File: src/rtl/sa_pkg.sv
package sa_pkg;

   typedef enum logic [1:0] {
      ACC_FETCH = 2'd0,
      ACC_DATA  = 2'd1,
      ACC_PUSH  = 2'd2,
      ACC_POP   = 2'd3
   } acc_kind_e;

   typedef enum logic [1:0] {
      ST_IDLE   = 2'd0,
      ST_FIRST  = 2'd1,
      ST_SECOND = 2'd2
   } bus_st_e;

   // register file slots; the first four follow the override segment code
   localparam int unsigned REG_EXTRA = 0;
   localparam int unsigned REG_CODE  = 1;
   localparam int unsigned REG_STACK = 2;
   localparam int unsigned REG_DATA  = 3;
   localparam int unsigned REG_IP    = 4;
   localparam int unsigned REG_SP    = 5;
   localparam int unsigned NUM_REGS  = 6;
   localparam int unsigned SEL_W     = $clog2(NUM_REGS);

endpackage

File: src/rtl/sa_addr_gen.sv
module sa_addr_gen #(
   parameter int REG_W = 16,
   parameter int SHIFT = 4,
   parameter int PA_W  = REG_W + SHIFT
) (
   input  logic [REG_W-1:0] seg_i,
   input  logic [REG_W-1:0] off_i,
   output logic [PA_W-1:0]  phys_o
);
   localparam int SH_W = REG_W + SHIFT;

   logic [SH_W-1:0] seg_sh;

   assign seg_sh = {seg_i, {SHIFT{1'b0}}};
   // sum kept at PA_W bits: any carry out of the top bit is dropped
   assign phys_o = PA_W'(seg_sh) + PA_W'(off_i);

   if (SH_W > PA_W) begin : g_bad_pa
      $error("sa_addr_gen: PA_W narrower than shifted segment");
   end
endmodule

File: src/rtl/sa_seg_regs.sv
module sa_seg_regs
   import sa_pkg::*;
#(
   parameter int REG_W = 16
) (
   input  logic                               clk,
   input  logic                               rst_n,
   input  logic                               ld_en_i,
   input  logic [SEL_W-1:0]                   ld_sel_i,
   input  logic [REG_W-1:0]                   ld_val_i,
   input  logic                               ip_we_i,
   input  logic [REG_W-1:0]                   ip_val_i,
   input  logic                               sp_we_i,
   input  logic [REG_W-1:0]                   sp_val_i,
   output logic [NUM_REGS-1:0][REG_W-1:0]     regs_o
);
   for (genvar i = 0; i < NUM_REGS; i++) begin : g_reg
      logic upd_we;
      logic [REG_W-1:0] upd_val;

      if (i == REG_IP) begin : g_ip
         assign upd_we  = ip_we_i;
         assign upd_val = ip_val_i;
      end else if (i == REG_SP) begin : g_sp
         assign upd_we  = sp_we_i;
         assign upd_val = sp_val_i;
      end else begin : g_seg
         assign upd_we  = 1'b0;
         assign upd_val = '0;
      end

      always_ff @(posedge clk) begin
         if (!rst_n) begin
            regs_o[i] <= '0;
         end else if (upd_we) begin
            regs_o[i] <= upd_val;
         end else if (ld_en_i && (ld_sel_i == SEL_W'(i))) begin
            regs_o[i] <= ld_val_i;
         end
      end
   end
endmodule

File: src/rtl/sa_lane_steer.sv
module sa_lane_steer #(
   parameter int DATA_W = 16
) (
   input  logic                  word_i,
   input  logic                  odd_i,
   input  logic                  phase2_i,
   input  logic [DATA_W-1:0]     wdata_i,
   input  logic [DATA_W-1:0]     rdata_i,
   input  logic [DATA_W-1:0]     rd_hold_i,
   output logic [DATA_W/8-1:0]   be_o,
   output logic [DATA_W-1:0]     wdata_o,
   output logic [DATA_W-1:0]     rd_next_o
);
   localparam int LANES = DATA_W / 8;

   logic full;
   logic sel_lane;
   logic src_byte;

   assign full = word_i && !odd_i;

   always_comb begin
      if (!word_i) begin
         sel_lane = odd_i;
         src_byte = 1'b0;
      end else if (!phase2_i) begin
         sel_lane = 1'b1;
         src_byte = 1'b0;
      end else begin
         sel_lane = 1'b0;
         src_byte = 1'b1;
      end
   end

   for (genvar l = 0; l < LANES; l++) begin : g_lane
      logic hit;
      assign hit = (sel_lane == 1'(l));
      assign be_o[l] = full || hit;
      assign wdata_o[l*8 +: 8] = full ? wdata_i[l*8 +: 8] :
                                 (hit ? wdata_i[src_byte*8 +: 8] : 8'h00);
   end

   always_comb begin
      rd_next_o = rd_hold_i;
      if (full) begin
         rd_next_o = rdata_i;
      end else if (!word_i) begin
         rd_next_o = {8'h00, odd_i ? rdata_i[15:8] : rdata_i[7:0]};
      end else if (!phase2_i) begin
         rd_next_o[7:0] = rdata_i[15:8];
      end else begin
         rd_next_o[15:8] = rdata_i[7:0];
      end
   end

   if (LANES != 2) begin : g_bad_lanes
      $error("sa_lane_steer: only a two-lane bus is supported");
   end
endmodule

File: src/rtl/sa_bus_unit.sv
module sa_bus_unit
   import sa_pkg::*;
#(
   parameter int REG_W  = 16,
   parameter int SHIFT  = 4,
   parameter int DATA_W = 16,
   localparam int PA_W  = REG_W + SHIFT,
   localparam int BE_W  = DATA_W / 8
) (
   input  logic               clk,
   input  logic               rst_n,
   input  logic               req_valid,
   input  logic [1:0]         req_kind,
   input  logic               req_word,
   input  logic               req_write,
   input  logic               req_ovr,
   input  logic [1:0]         req_seg,
   input  logic [REG_W-1:0]   req_off,
   input  logic [DATA_W-1:0]  req_wdata,
   input  logic               ld_en,
   input  logic [2:0]         ld_sel,
   input  logic [REG_W-1:0]   ld_val,
   output logic               busy,
   output logic               done,
   output logic [DATA_W-1:0]  rd_data,
   output logic               bus_cyc,
   output logic               bus_wr,
   output logic [PA_W-1:0]    bus_addr,
   output logic [BE_W-1:0]    bus_be,
   output logic [DATA_W-1:0]  bus_wdata,
   input  logic [DATA_W-1:0]  bus_rdata
);
   if (DATA_W != 16) begin : g_bad_dw
      $error("sa_bus_unit: DATA_W must be 16");
   end
   if (SHIFT < 1) begin : g_bad_shift
      $error("sa_bus_unit: SHIFT must be at least 1");
   end

   acc_kind_e kind;
   bus_st_e   st_q;

   logic [NUM_REGS-1:0][REG_W-1:0] regs;
   logic [REG_W-1:0]  step;
   logic [REG_W-1:0]  seg_v;
   logic [REG_W-1:0]  off_v;
   logic              wr_v;
   logic              ip_we;
   logic              sp_we;
   logic [REG_W-1:0]  ip_nv;
   logic [REG_W-1:0]  sp_nv;
   logic              acc;
   logic              ld_ok;
   logic [PA_W-1:0]   phys;

   logic [PA_W-1:0]   a_q;
   logic              word_q;
   logic              odd_q;
   logic              wr_q;
   logic [DATA_W-1:0] wd_q;
   logic [DATA_W-1:0] rd_q;
   logic              done_q;
   logic [DATA_W-1:0] steer_wd;
   logic [DATA_W-1:0] rd_next;

   assign kind  = acc_kind_e'(req_kind);
   assign acc   = req_valid && (st_q == ST_IDLE);
   assign ld_ok = ld_en && !acc && (st_q == ST_IDLE);
   assign step  = req_word ? REG_W'(2) : REG_W'(1);
   assign ip_nv = regs[REG_IP] + step;

   always_comb begin
      seg_v = regs[REG_DATA];
      off_v = req_off;
      wr_v  = req_write;
      ip_we = 1'b0;
      sp_we = 1'b0;
      sp_nv = regs[REG_SP];
      case (kind)
         ACC_FETCH: begin
            seg_v = regs[REG_CODE];
            off_v = regs[REG_IP];
            wr_v  = 1'b0;
            ip_we = acc;
         end
         ACC_DATA: begin
            if (req_ovr) seg_v = regs[req_seg];
         end
         ACC_PUSH: begin
            seg_v = regs[REG_STACK];
            sp_nv = regs[REG_SP] - step;
            off_v = sp_nv;
            wr_v  = 1'b1;
            sp_we = acc;
         end
         ACC_POP: begin
            seg_v = regs[REG_STACK];
            off_v = regs[REG_SP];
            sp_nv = regs[REG_SP] + step;
            wr_v  = 1'b0;
            sp_we = acc;
         end
         default: ;
      endcase
   end

   sa_seg_regs #(.REG_W(REG_W)) regs_i (
      .clk      (clk),
      .rst_n    (rst_n),
      .ld_en_i  (ld_ok),
      .ld_sel_i (ld_sel),
      .ld_val_i (ld_val),
      .ip_we_i  (ip_we),
      .ip_val_i (ip_nv),
      .sp_we_i  (sp_we),
      .sp_val_i (sp_nv),
      .regs_o   (regs)
   );

   sa_addr_gen #(.REG_W(REG_W), .SHIFT(SHIFT), .PA_W(PA_W)) agen_i (
      .seg_i  (seg_v),
      .off_i  (off_v),
      .phys_o (phys)
   );

   sa_lane_steer #(.DATA_W(DATA_W)) steer_i (
      .word_i    (word_q),
      .odd_i     (odd_q),
      .phase2_i  (st_q == ST_SECOND),
      .wdata_i   (wd_q),
      .rdata_i   (bus_rdata),
      .rd_hold_i (rd_q),
      .be_o      (bus_be),
      .wdata_o   (steer_wd),
      .rd_next_o (rd_next)
   );

   always_ff @(posedge clk) begin
      if (!rst_n) begin
         st_q   <= ST_IDLE;
         a_q    <= '0;
         word_q <= 1'b0;
         odd_q  <= 1'b0;
         wr_q   <= 1'b0;
         wd_q   <= '0;
         rd_q   <= '0;
         done_q <= 1'b0;
      end else begin
         done_q <= 1'b0;
         case (st_q)
            ST_IDLE: begin
               if (acc) begin
                  st_q   <= ST_FIRST;
                  a_q    <= phys;
                  word_q <= req_word;
                  odd_q  <= phys[0];
                  wr_q   <= wr_v;
                  wd_q   <= req_wdata;
                  rd_q   <= '0;
               end
            end
            ST_FIRST: begin
               if (!wr_q) rd_q <= rd_next;
               if (word_q && odd_q) begin
                  st_q <= ST_SECOND;
               end else begin
                  st_q   <= ST_IDLE;
                  done_q <= 1'b1;
               end
            end
            ST_SECOND: begin
               if (!wr_q) rd_q <= rd_next;
               st_q   <= ST_IDLE;
               done_q <= 1'b1;
            end
            default: st_q <= ST_IDLE;
         endcase
      end
   end

   assign busy      = (st_q != ST_IDLE);
   assign bus_cyc   = (st_q == ST_FIRST) || (st_q == ST_SECOND);
   assign bus_wr    = wr_q && bus_cyc;
   assign bus_addr  = (st_q == ST_SECOND) ? (a_q + PA_W'(1)) : a_q;
   assign bus_wdata = wr_q ? steer_wd : '0;
   assign rd_data   = rd_q;
   assign done      = done_q;
endmodule

File: config.mk
export PLATFORM = sky130hd
export DESIGN_NAME = sa_bus_unit
export DESIGN_NICKNAME = d
export VERILOG_FILES = /design/src/rtl/sa_pkg.sv /design/src/rtl/sa_addr_gen.sv /design/src/rtl/sa_seg_regs.sv /design/src/rtl/sa_lane_steer.sv /design/src/rtl/sa_bus_unit.sv
export SDC_FILE = /design/constraint.sdc
export NUM_CORES = 1
export LEC_CHECK = 0
export BUFFER_PORTS_ARGS = -buffer_cell sky130_fd_sc_hd__buf_2
export CORE_MARGIN = 5
export CORE_UTILIZATION = 39
export CTS_BUF_LIST = sky130_fd_sc_hd__clkbuf_4 sky130_fd_sc_hd__clkbuf_8
export CTS_CLUSTER_SIZE = 14
export DETAILED_ROUTE_END_ITERATION = 16
export PLACE_DENSITY_LB_ADDON = 0.1
export SLEW_MARGIN = 10
export SYNTH_ARGS = -nofsm -noshare
export SYNTH_HDL_FRONTEND = slang
export SYNTH_SLANG_ARGS = --single-unit
File: constraint.sdc
create_clock -name clk -period 4 [get_ports clk]
set_input_delay 0.6 -clock clk [delete_from_list [all_inputs] [get_ports clk]]
set_output_delay 0.6 -clock clk [all_outputs]
set_load 0.02 [all_outputs]
Word-level counts from Yosys, hierarchy flattened
Cells that the tools add are included.
{"block": "totals", "ff_bits": 154, "latch_bits": 0, "ramBits": 0, "mem_bits_ro": 0, "input_bits": 78, "out_inout_bits": 58, "word_cells": 106, "memories": 0}
{"block": "op_classes", "n_addsub": 5, "multipliers": 0, "n_div": 0, "magnitude_cmp": 1, "n_eq_ne": 15, "n_shift": 1, "n_mux": 37, "bitwise_logic": 1, "n_reduce_logical": 31}
{"cell": "16-bit two-way mux", "n": 11}
{"cell": "16-bit one-hot mux with 3 select lines", "n": 2}
{"cell": "16-bit one-hot mux with 2 select lines", "n": 2}
{"cell": "8-bit two-way mux", "n": 7}
{"cell": "16-bit by 2-bit adder with 16-bit output", "n": 2}
{"cell": "16-bit binary-select mux with 2-bit select", "n": 1}
{"cell": "20-bit by 1-bit adder with 20-bit output (second input constant)", "n": 1}
{"cell": "20-bit by 16-bit adder with 20-bit output", "n": 1}
{"cell": "20-bit two-way mux", "n": 1}
{"cell": "16-bit by 5-bit variable part select with 8-bit output", "n": 1}
{"cell": "16-bit by 2-bit subtractor with 16-bit output", "n": 1}
{"cell": "1-bit logical AND", "n": 12}
{"cell": "4-bit AND reduction", "n": 2}
{"cell": "2-bit nonzero test", "n": 4}
{"cell": "1-bit two-way mux", "n": 7}
{"cell": "2-bit == test (second input constant)", "n": 3}
{"cell": "3-bit by 2-bit == test with 1-bit output (second input constant)", "n": 2}
{"cell": "3-bit == test (second input constant)", "n": 2}
{"cell": "2-bit two-way mux", "n": 3}
{"cell": "2-bit OR reduction", "n": 3}
{"cell": "2-bit by 1-bit == test with 1-bit output (second input constant)", "n": 2}
{"cell": "2-bit zero test", "n": 2}
{"cell": "2-bit by 4-bit < comparator with 1-bit output (second input constant)", "n": 1}
{"cell": "2-bit != test (second input constant)", "n": 2}
{"cell": "other kinds (11)", "n": 16}

Longest topological paths before layout
Gate-level depths: netlist of run 1.
{"block": "logic_depth", "word_depth": 8, "depth_mapped": 17, "mapped_depth_nobuf": 17}

By module
Synthesis of run 1 repeated with hierarchy kept, for this count alone.
{"block": "hier_totals", "cells_unflattened": 1317, "hier_area_um2": 10388.7}
{"mod": "sa_bus_unit", "instances": 1, "cells_each": 705, "area_per_inst_um2": 5240.0, "seq_area_each_um2": 1141.1}
{"mod": "sa_seg_regs", "instances": 1, "cells_each": 397, "area_per_inst_um2": 3628.5, "seq_area_each_um2": 1921.8}
{"mod": "sa_addr_gen", "instances": 1, "cells_each": 108, "area_per_inst_um2": 820.8, "seq_area_each_um2": 0.0}
{"mod": "sa_lane_steer", "instances": 1, "cells_each": 107, "area_per_inst_um2": 699.4, "seq_area_each_um2": 0.0}

Worst setup path after synthesis of run 1
OpenSTA, ideal clock, no wires.
{"block": "synth_path", "path_type": "input-to-reg", "startpoint": "input port req_word", "endpoint": "register a_q[18]", "setup_time_ns": 0.137, "arrival_time_ns": 3.985, "t_required_ns": 3.863, "path_slack_ns": -0.122, "path_stages": 17, "path_buffers": 0, "cell_sequence": "inv_1 ha_1 inv_1 fa_1 or2_2 or2_2 or3_1 xnor2_1 nand2_1 o21ai_0 ha_1 o21ai_0 a21oi_1 o2111ai_1 a31oi_1 a21o_1 a31oi_1"}
{"block": "synth_between", "elab_chain_len": 4}
{"element": "start, declared", "line": "sa_bus_unit.sv:14", "rtl": "input logic req_word,"}
{"element": "2-bit two-way mux", "line": "sa_bus_unit.sv:69", "rtl": "assign step = req_word ? REG_W'(2) : REG_W'(1);"}
{"element": "16-bit by 2-bit subtractor with 16-bit output", "line": "sa_bus_unit.sv:91", "rtl": "sp_nv = regs[REG_SP] - step;"}
{"element": "16-bit one-hot mux with 3 select lines", "line": "sa_bus_unit.sv:79", "rtl": "case (kind)"}
{"element": "20-bit by 16-bit adder with 20-bit output", "line": "sa_addr_gen.sv:16", "rtl": "assign phys_o = PA_W'(seg_sh) + PA_W'(off_i);"}
{"element": "end signal, assigned", "line": "sa_bus_unit.sv:154", "rtl": "a_q <= phys;"}
{"element": "end, declared", "line": "sa_bus_unit.sv:56", "rtl": "logic [PA_W-1:0] a_q;"}
Every way passes these cells.
A chain may end at the register's enable or synchronous reset.

Worst setup path in the final report of run 1
{"block": "layout_path", "startpoint": "register regs_i.regs_o[80] (netlist bit)", "endpoint": "register a_q[17]"}
{"block": "layout_between", "elab_chain_len": 3}
{"element": "start, declared", "line": "sa_seg_regs.sv:15", "rtl": "output logic [NUM_REGS-1:0][REG_W-1:0] regs_o"}
{"element": "start signal, assigned by index", "line": "sa_seg_regs.sv:36", "rtl": "regs_o[i] <= upd_val;"}
{"element": "start signal, assigned by index", "line": "sa_seg_regs.sv:38", "rtl": "regs_o[i] <= ld_val_i;"}
{"element": "16-bit by 2-bit subtractor with 16-bit output", "line": "sa_bus_unit.sv:91"}
{"element": "16-bit one-hot mux with 3 select lines (*)", "line": "sa_bus_unit.sv:79"}
{"element": "20-bit by 16-bit adder with 20-bit output (*)", "line": "sa_addr_gen.sv:16"}
Mark *: on every way between the ends. The rest lies on a longest branch, timed or not.

==> results of run 1 <==
## flip-flops by register name (all words and copies together), names as in the netlist
name           flops
st_q               2
rd_data           16
regs_i.regs_o     96
wr_q               1
word_q             1
a_q               20
done               1
wd_q              16
## layout make-up
type	instances	area (um^2)
Multi-Input combinational cell	953	6070
Clock inverter	14	163
Tap cell	324	405
Inverter	20	78.8
Sequential cell	153	3060
Fill cell	2483	12900
Timing Repair Buffer	207	1250
Clock buffer	18	248
## metrics by stage
step	cell area (um^2)	TNS, ps
2_1_floorplan	9530	0
3_3_place_gp	10800	-195
3_5_place_dp	10800	-377
4_1_cts	11300	0
5_1_grt	11300	0
6_report	11300	0
## cell families after synthesis
logic type,count (synthesis)
buf+inv,106
fa+ha+maj,26
compound gates,295
xor+xnor,44
simple gates,502
flops,153
mux,86
## report_power, final
group / internal [mW] / switching [mW]
Clock: 0.589 / 0.670
Sequential: 1.58 / 0.0611
Combinational: 0.337 / 0.481
Total: 2.50 / 1.21
## synth_stat cells, types with 15 or more instances
| cell type | number | area (um^2) |
|---|---|---|
| ha_1 | 22 | 275 |
| inv_1 | 19 | 71.3 |
| nor2b_1 | 56 | 350 |
| nand2_1 | 174 | 653 |
| a211oi_1 | 20 | 150 |
| a21oi_1 | 123 | 616 |
| dfxtp_1 | 153 | 3060 |
| mux2_2 | 15 | 169 |
| xnor2_1 | 27 | 236 |
| xor2_1 | 17 | 149 |
| nand3_1 | 76 | 380 |
| o21ai_0 | 59 | 295 |
| nor2_1 | 66 | 248 |
| clkbuf_1 | 66 | 248 |
| nand2b_1 | 27 | 169 |
| mux2i_1 | 62 | 621 |
| nor3_1 | 20 | 100 |
## tightest hold or removal path, delay by kind of cell
family | cells | cell delay (ps)
buf+inv | 1 | 100
simple gates | 1 | 50
compound gates | 1 | 50
## final timing paths
kind	from	to	cells after the start	slack, ps
worst max-delay path	regs_i.regs_o[80]	a_q[17]	17	260
worst min-delay path	req_wdata[14]	wd_q[14]	3	360
worst max register to register	regs_i.regs_o[80]	a_q[17]	17	260
worst min register to register	rd_data[15]	rd_data[15]	2	450
## metal layers
layer / global-route usage [%] / part of all wire (%) / vias up
li1: - / - / 4596
met1: 31.7 / 47 / 4344
met2: 34.5 / 44 / 314
met3: 4.07 / 6.3 / 38
met4: 7.40 / 2.5 / 0
met5: 0 / 0 / -
==> reports/summary.txt, run 1 <==
Via count of the first global-routing pass = 8666
Clk Tree Root Cell = clkbuf_8
Overall Power = 3.71 mW
Post-route clock period utilization = 93.4%
Placer's final routability congestion estimate = 0.887
Quantity of I/O buffers inserted on ports = 135
Buffers and inverters on the worst path = 2
CTS Hold Bufs = 0
Most used DFF post-synth = dfxtp_1
Cell breakdown of the critical path = inv_1 > ha_1 > inv_1 > fa_2 > or2_2 > or2_2 > or3_1 > xnor2_1 > nand2_1 > o21ai_0 > ha_1 > a21o_1 > a31o_2 > o211ai_1 > a21oi_1 > xor2_1 > a21oi_1
Shortest period the worst path allows = 3740 ps
Fraction of the mapped netlist area in adder cells = 3.73%
Starting utilization of the core area = 39.4%
Mean routed wirelength per cell = 18.9 um
Total power divided by cell area = 329 nW/um^2
Die area = 27700 um^2
RSZ-0062 raised after global routing = false
Slew at the pin closest to its max-slew limit = 1030 ps
Setup Crit Path Kind = reg -> reg
Number of antenna-violating nets in the routed design = 0
Status = finished clean
Drt total wl = 31900 um
# diodes = 0
Total routing resource utilization after global routing = 22.4%
Minimum setup slack in the final design = 263 ps
Mean number of vias per cell = 5.50
Worst path slowest cell = dfxtp_1
Nets in the synthesized netlist = 1316
Number of warnings reported in the yosys synthesis log = 0
Total global routing overflow = 0
Largest net degree at the start of global routing = 63
Share of the synthesized netlist area taken by xor and xnor gates = 4.05%
Maximum ir drop on the vdd rail = 0.000157 V
Synth Area in Compound Gates = 18.8%
Static leakage = 4.56 nW
Sort of element at the end of the critical path = flip-flop
Chip width = 166 um
Number of clock buffers inserted by TritonCTS = 17
Post CTS Setup Buffer Count = 0
Drt drc = 0
Pins over their slew limit = 0
Asr flop ratio synth = 0%
Main combinational cell family by area after synthesis = simple AND/OR/NAND/NOR gates
Kind of launch point of the worst setup path = flip-flop
Number of enable flip-flop cells after synthesis = 0
Slew HR = 30.7%
Most frequent standard cell in the layout excluding fill and tap cells = nand2_1
Number of clock sinks = 153
Max-cap check violation count = 0
Share of cell area taken by muxes after synthesis = 10.4%
Post-synthesis simple-gate area fraction = 26.3%
Worst hold-check slack = 361 ps
Relative area change from synthesis to final layout = 18.4%
CTS clock-pin slew for the worst setup and hold paths = 100 ps
Global-route wire length before repair = 50000 um
Hold Violations, Final = 0
Number of register bits inferred by synthesis = 153
Maximum clock path buffer count = 2
Core box area = 24200 um^2
Avg Cell Area, Syn = 7.86 um^2
Clock tree from TritonCTS = built
Via count = 9292
Num ports = 136
Total number of nets in the final design = 1456
Fraction of layout cells with a size suffix above 1 = 21.4%
Layout Cells excl Fill = 1689
Final Skew = 14.2 ps
Highest net fanout along the worst path = 4
Library cells used by synthesis = 69
Longest individual stage delay on the worst path = 360 ps
# setup viols final = 0
Top achievable clock speed = 268 MHz
Post-detailed-placement half-perimeter wirelength = 23200 um
Worst Path Arrival = 4130 ps
Worst-Skew Late Latency = 470 ps
Count of routing violations after the opening detailed-route iteration = 699
Post-route core utilization = 46.7%
Y dimension of the die = 166 um
Total placed cells including tap cells = 1657
Commonest non-fill, non-tap cells in the layout = nand2_1, dfxtp_1, buf_2
# rows = 57
Number of cells upsized or downsized after cts = 0
Initial antenna violation count = 0
CTS HTree Levels = 4
Pre-CTS setup slack = -109 ps
Netlist Area Pre-Place = 9530 um^2
First-pass iteration count of the detailed router = 8
Delay-heaviest family, CP = compound AO/OA/AOI/OAI gates
Synthesized netlist cell count = 1212
Worst hold path type = in -> reg
Required arrival time at the worst endpoint = 4390 ps
Seq/Total Area, Yosys = 32.2%
No activity file was read; power rests on OpenSTA's default activity.
==> inputs of run 2 (changes only) <==
BUFFER_PORTS_ARGS = -buffer_cell sky130_fd_sc_hd__buf_4   (was -buffer_cell sky130_fd_sc_hd__buf_2)
RECOVER_POWER = 100   (was default)
==> run 2 against run 1 <==
The flow now finishes with violations (capacitance limit, slew limit). Sequential cell count unchanged. Largest cell class unchanged. Critical endpoint unchanged. Combinational power decreased by 1%. First-iteration DRC count increased by 3.1%. Setup slack improved by 25 ps. Die area unchanged. Highest routed layer unchanged. Worst hold slack improved by 1.1 ps. Largest power group unchanged.
==> reports/summary.txt, run 2 (synthesis gave the netlist of run 1 again) <==
Status = complete, but fails checks
Failing checks = capacitance limit, slew limit
CTS HTree Levels = 4
R2r endpoint = a_q[17]
Slew at the pin closest to its max-slew limit = 1550 ps
Overall Power = 3.59 mW
Maximum ir drop on the vdd rail = 0.000165 V
Worst Path Arrival = 4100 ps
Static leakage = 4.25 nW
Total power divided by cell area = 322 nW/um^2
Commonest non-fill, non-tap cells in the layout = nand2_1, dfxtp_1, buf_4
Sort of element at the end of the critical path = flip-flop
Total routing resource utilization after global routing = 22.2%
Number of cells upsized or downsized after cts = 0
Y dimension of the die = 166 um
Most frequent standard cell in the layout excluding fill and tap cells = nand2_1
Slew HR = -3.05%
Largest register by flop count = regs_i.regs_o
Max-cap check violation count = 2
Maximum clock path buffer count = 2
Clock tree from TritonCTS = built
Worst Reg-to-Reg Cells = 17
Required arrival time at the worst endpoint = 4390 ps
Mean routed wirelength per cell = 19.1 um
Origin of the worst min-delay path = req_wdata[2]
Pins over their slew limit = 68
Shortest period the worst path allows = 3710 ps
Number of fill cells = 2506
Number of antenna-violating nets in the routed design = 0
Initial antenna violation count = 0
Mean number of vias per cell = 5.50
Flip-flop count of the largest register after layout = 96
CTS Hold Bufs = 0
Quantity of I/O buffers inserted on ports = 135
Hold Violations, Final = 0
Top Registers = regs_i.regs_o: 96 flops, a_q: 20 flops
# rows = 57
Count of routing violations after the opening detailed-route iteration = 721
Worst hold path type = in -> reg
Clk Tree Root Cell = clkbuf_8
Num ports = 136
Die area = 27700 um^2
Post-Place Cell Area = 11100 um^2
Worst path slowest cell = dfxtp_1
Post CTS Setup Buffer Count = 0
Fraction of layout cells with a size suffix above 1 = 15.5%
Starting utilization of the core area = 39.4%
RSZ-0062 raised after global routing = false
Kind of launch point of the worst setup path = flip-flop
# setup viols final = 0
Via count = 9218
Number of instances on the worst hold path = 3
Via count of the first global-routing pass = 8527
Chip width = 166 um
Number of clock sinks = 153
First-pass iteration count of the detailed router = 5
Post-detailed-placement half-perimeter wirelength = 22700 um
Global-route wire length before repair = 49600 um
Worst-Skew Late Latency = 480 ps
Setup Crit Path Kind = reg -> reg
CTS clock-pin slew for the worst setup and hold paths = 100 ps
Top achievable clock speed = 269 MHz
# diodes = 0
Total number of nets in the final design = 1443
Worst hold-check slack = 362 ps
Drt total wl = 31900 um
Final Skew = 25.7 ps
Drt drc = 0
Relative area change from synthesis to final layout = 17.3%
Cell breakdown of the critical path = inv_1 > ha_1 > inv_1 > fa_2 > or2_2 > or2_2 > or3_1 > xnor2_1 > nand2_1 > o21ai_0 > ha_1 > a21o_1 > a31o_2 > o211ai_1 > a21oi_1 > xor2_1 > a21oi_1
Total global routing overflow = 0
Worst reg2reg startpoint = regs_i.regs_o[80]
Total placed cells including tap cells = 1644
Hold worst-path end = wd_q[2]
Longest individual stage delay on the worst path = 360 ps
Core box area = 24200 um^2
Highest net fanout along the worst path = 4
Post-route clock period utilization = 92.8%
Setup slack of the worst register-to-register path = 290 ps
Largest net degree at the start of global routing = 68
Non-Filler Cell Area, Final = 11200 um^2
Number of clock buffers inserted by TritonCTS = 17
Layout Cells excl Fill = 1676
Placer's final routability congestion estimate = 0.887
## run 2: cell types whose count changed in the layout (fill, tap and decap cells not counted), sizes merged
cell / before / now
buf: 207 / 126
clkbuf: 18 / 86
bufinv: 2 / 0
clkinv: 4 / 6
clkinvlp: 3 / 2
inv: 25 / 26
## run 2: critical path, delay by kind of cell, from the launching register on
family | cells | cell delay [ps]
adder cells (fa/ha/maj) | 3 | 850
buffers and inverters | 2 | 130
XOR/XNOR | 2 | 310
flip-flops | 1 | 360
AO/OA/AOI/OAI | 6 | 990
AND/OR/NAND/NOR | 4 | 1000
## run 2: cell type report
class,count,area [um^2],share of cell area [%]
clock buffers,18,241,2.16
clock inverters,14,130,1.16
inverters,20,78.8,0.705
multi-input cells,953,6050,54.2
flip-flops and latches,153,3060,27.4
well taps,324,405,3.63
repair buffers,194,1200,10.8
## run 2: routing by layer
metal	share of wire [%]	global-route usage (%)	up-vias	routed length (um)
met5	0	0	-	0
met4	2.1	6.62	0	669
met3	5.9	4.45	34	1900
met2	44	34.5	303	14100
met1	48	31.3	4316	15300
li1	-	-	4565	-
## run 2: through the flow
stage	TNS, ps	setup WS (ps)	utilization (%)
after CTS	0	251	47.3
after global placement	-124	-45.5	45.8
after floorplan	0	31.5	-
final	0	288	46.2
after global routing	0	16.6	46.2
after detailed placement	-311	-108	45.8
## run 2: worst max-delay path by stage
stage | start | slack, ps | end | cells past startpoint
after floorplan | req_word | 30 | a_q[18] | 17
after global placement | req_word | -50 | a_q[18] | 18
after detailed placement | req_word | -110 | a_q[18] | 18
after CTS | regs_i.regs_o[80] | 250 | a_q[18] | 17
after global routing | regs_i.regs_o[80] | 20 | a_q[16] | 17
final | regs_i.regs_o[80] | 290 | a_q[17] | 17
## run 2: power breakdown
part,internal (mW),switching (mW)
Combinational,0.333,0.475
Clock,0.461,0.688
Sequential,1.58,0.0602
==> inputs of run 3 (changes only) <==
PLACE_DENSITY_LB_ADDON = default   (was 0.1)
clock period = 3.49 ns   (was 4 ns; I/O delays follow)
==> run 3 against run 2 <==
The run ends with capacitance limit, slew limit, setup timing left. Clock skew fell by 5.0 ps. Final area rose by 4.0%. Critical path depth down 6. Combinational power is 26% higher. Critical path type unchanged. Critical endpoint is now a_q[18]. Largest power group unchanged. Highest routed layer unchanged.
==> reports/summary.txt, run 3 (synthesis gave the netlist of run 1 again) <==
Status = complete, but fails checks
Failing checks = capacitance limit, slew limit, setup timing
Core box area = 24200 um^2
Clock tree from TritonCTS = built
Most frequent standard cell in the layout excluding fill and tap cells = nand2_1
Shortest period the worst path allows = 3570 ps
Worst hold path type = in -> reg
Combinational share of power = 23.8%
Layout Cells excl Fill = 1710
Minimum setup slack in the final design = -78.3 ps
Number of clock sinks = 153
Top achievable clock speed = 280 MHz
Global-route wire length before repair = 49700 um
Max-cap check violation count = 3
Top Registers = regs_i.regs_o: 96 flops, a_q: 20 flops
Sort of element at the end of the critical path = flip-flop
Clk Tree Root Cell = clkbuf_8
Count of routing violations after the opening detailed-route iteration = 727
Slew at the pin closest to its max-slew limit = 1850 ps
Starting utilization of the core area = 39.4%
Via count = 9475
Total routing resource utilization after global routing = 22.1%
Commonest non-fill, non-tap cells in the layout = nand2_1, buf_4, dfxtp_1
Slew HR = -23.2%
Via count of the first global-routing pass = 8883
Share of power burned in the clock network = 32.6%
Relative area change from synthesis to final layout = 22.0%
Maximum clock path buffer count = 2
Num ports = 136
Required arrival time at the worst endpoint = 3870 ps
Total power divided by cell area = 370 nW/um^2
Worst Reg-to-Reg Cells = 11
Hold Violations, Final = 0
First-pass iteration count of the detailed router = 5
Total number of nets in the final design = 1477
Mean routed wirelength per cell = 18.7 um
Total placed cells including tap cells = 1672
# setup viols final = 4
Internal power = 2.85 mW
Maximum ir drop on the vdd rail = 0.000240 V
Y dimension of the die = 166 um
Mean number of vias per cell = 5.54
Share of total power in sequential cells = 43.6%
CTS clock-pin slew for the worst setup and hold paths = 100 ps
Quantity of I/O buffers inserted on ports = 135
Total Neg Setup Slack = -139 ps
Net Sw Power = 1.45 mW
RSZ-0062 raised after global routing = true
Switching share of total power = 33.7%
CTS HTree Levels = 4
Static leakage = 4.50 nW
# diodes = 0
Flip-flop count of the largest register after layout = 96
Worst-Skew Late Latency = 470 ps
Drt drc = 0
Largest register by flop count = regs_i.regs_o
Placer's final routability congestion estimate = 0.930
Post-detailed-placement half-perimeter wirelength = 22900 um
Number of instances on the worst hold path = 3
Number of antenna-violating nets in the routed design = 0
Highest net fanout along the worst path = 4
Die area = 27700 um^2
Fraction of layout cells with a size suffix above 1 = 19.3%
Pins over their slew limit = 121
Final Skew = 20.7 ps
Kind of launch point of the worst setup path = flip-flop
Worst Path Arrival = 3950 ps
Number of fill cells = 2451
Initial antenna violation count = 0
Drt total wl = 32000 um
Total global routing overflow = 0
# rows = 57
Largest net degree at the start of global routing = 60
Setup Crit Path Kind = reg -> reg
Post-route clock period utilization = 102%
Number of clock buffers inserted by TritonCTS = 17
Chip width = 166 um
run 3: what timing repair did:
action / in CTS / in global routing
gates resized for setup: 4 / 13
buffers inserted: 3 / 3
hold buffers: 0 / 0
pin swaps: 12 / 9
endpoints found under the setup margin: 6 / 10
run 3: area by class of cell:
class	count	area, um^2	area share, %
Multi-Input combinational cell	953	6170	53.1
Sequential cell	153	3060	26.4
Timing Repair Buffer	228	1510	13.0
Tap cell	324	405	3.49
Clock buffer	17	234	2.01
Clock inverter	15	151	1.30
Inverter	20	78.8	0.678
run 3: power by group through the flow:
stage          sequential [mW]  clock, mW  combinational, mW
2_1_floorplan             1.90          0              0.605
3_3_place_gp              1.91          0              0.995
3_5_place_dp              1.91          0              0.999
4_1_cts                   1.87       1.43               1.02
5_1_grt                   1.88       1.49               1.10
6_report                  1.87       1.40               1.02
run 3: per-layer routing:
layer | share of wire (%) | GRT usage, % | wire length [um]
met1 | 47 | 31.2 | 15100
met2 | 44 | 34.6 | 14100
met3 | 6.6 | 4.05 | 2090
met4 | 2.2 | 6.30 | 715
met5 | 0 | 0 | 0
run 3: worst paths after layout:
path	startpoint	end	slack (ps)
max reg2reg	regs_i.regs_o[82]	a_q[18]	-80
min reg2reg	rd_data[14]	rd_data[14]	460
min	req_wdata[12]	wd_q[12]	310
max	regs_i.regs_o[82]	a_q[18]	-80
run 3: critical path: stages, from the launching register on:
cell and delay, ps:
dfxtp_1 320, or4_4 540, or4_4 560, nor3_4 140, xor2_1 100, mux4_2 520
ha_4 190, a2111o_1 350, o2111ai_4 280, a31oi_4 130, a21o_1 200, a31oi_1 150
run 3: through the flow:
stage / worst slack (ps) / power (mW) / utilization, % / hold slack, ps / cell area, um^2
6_report: -78.3 / 4.29 / 48.1 / 305 / 11600
5_1_grt: -224 / 4.48 / 48.1 / 286 / 11600
4_1_cts: -53.1 / 4.32 / 48.7 / 284 / 11800
3_5_place_dp: -396 / 2.91 / 46.9 / 448 / 11300
3_3_place_gp: -360 / 2.91 / 46.9 / 441 / 11300
2_1_floorplan: -217 / 2.50 / - / 433 / 9590
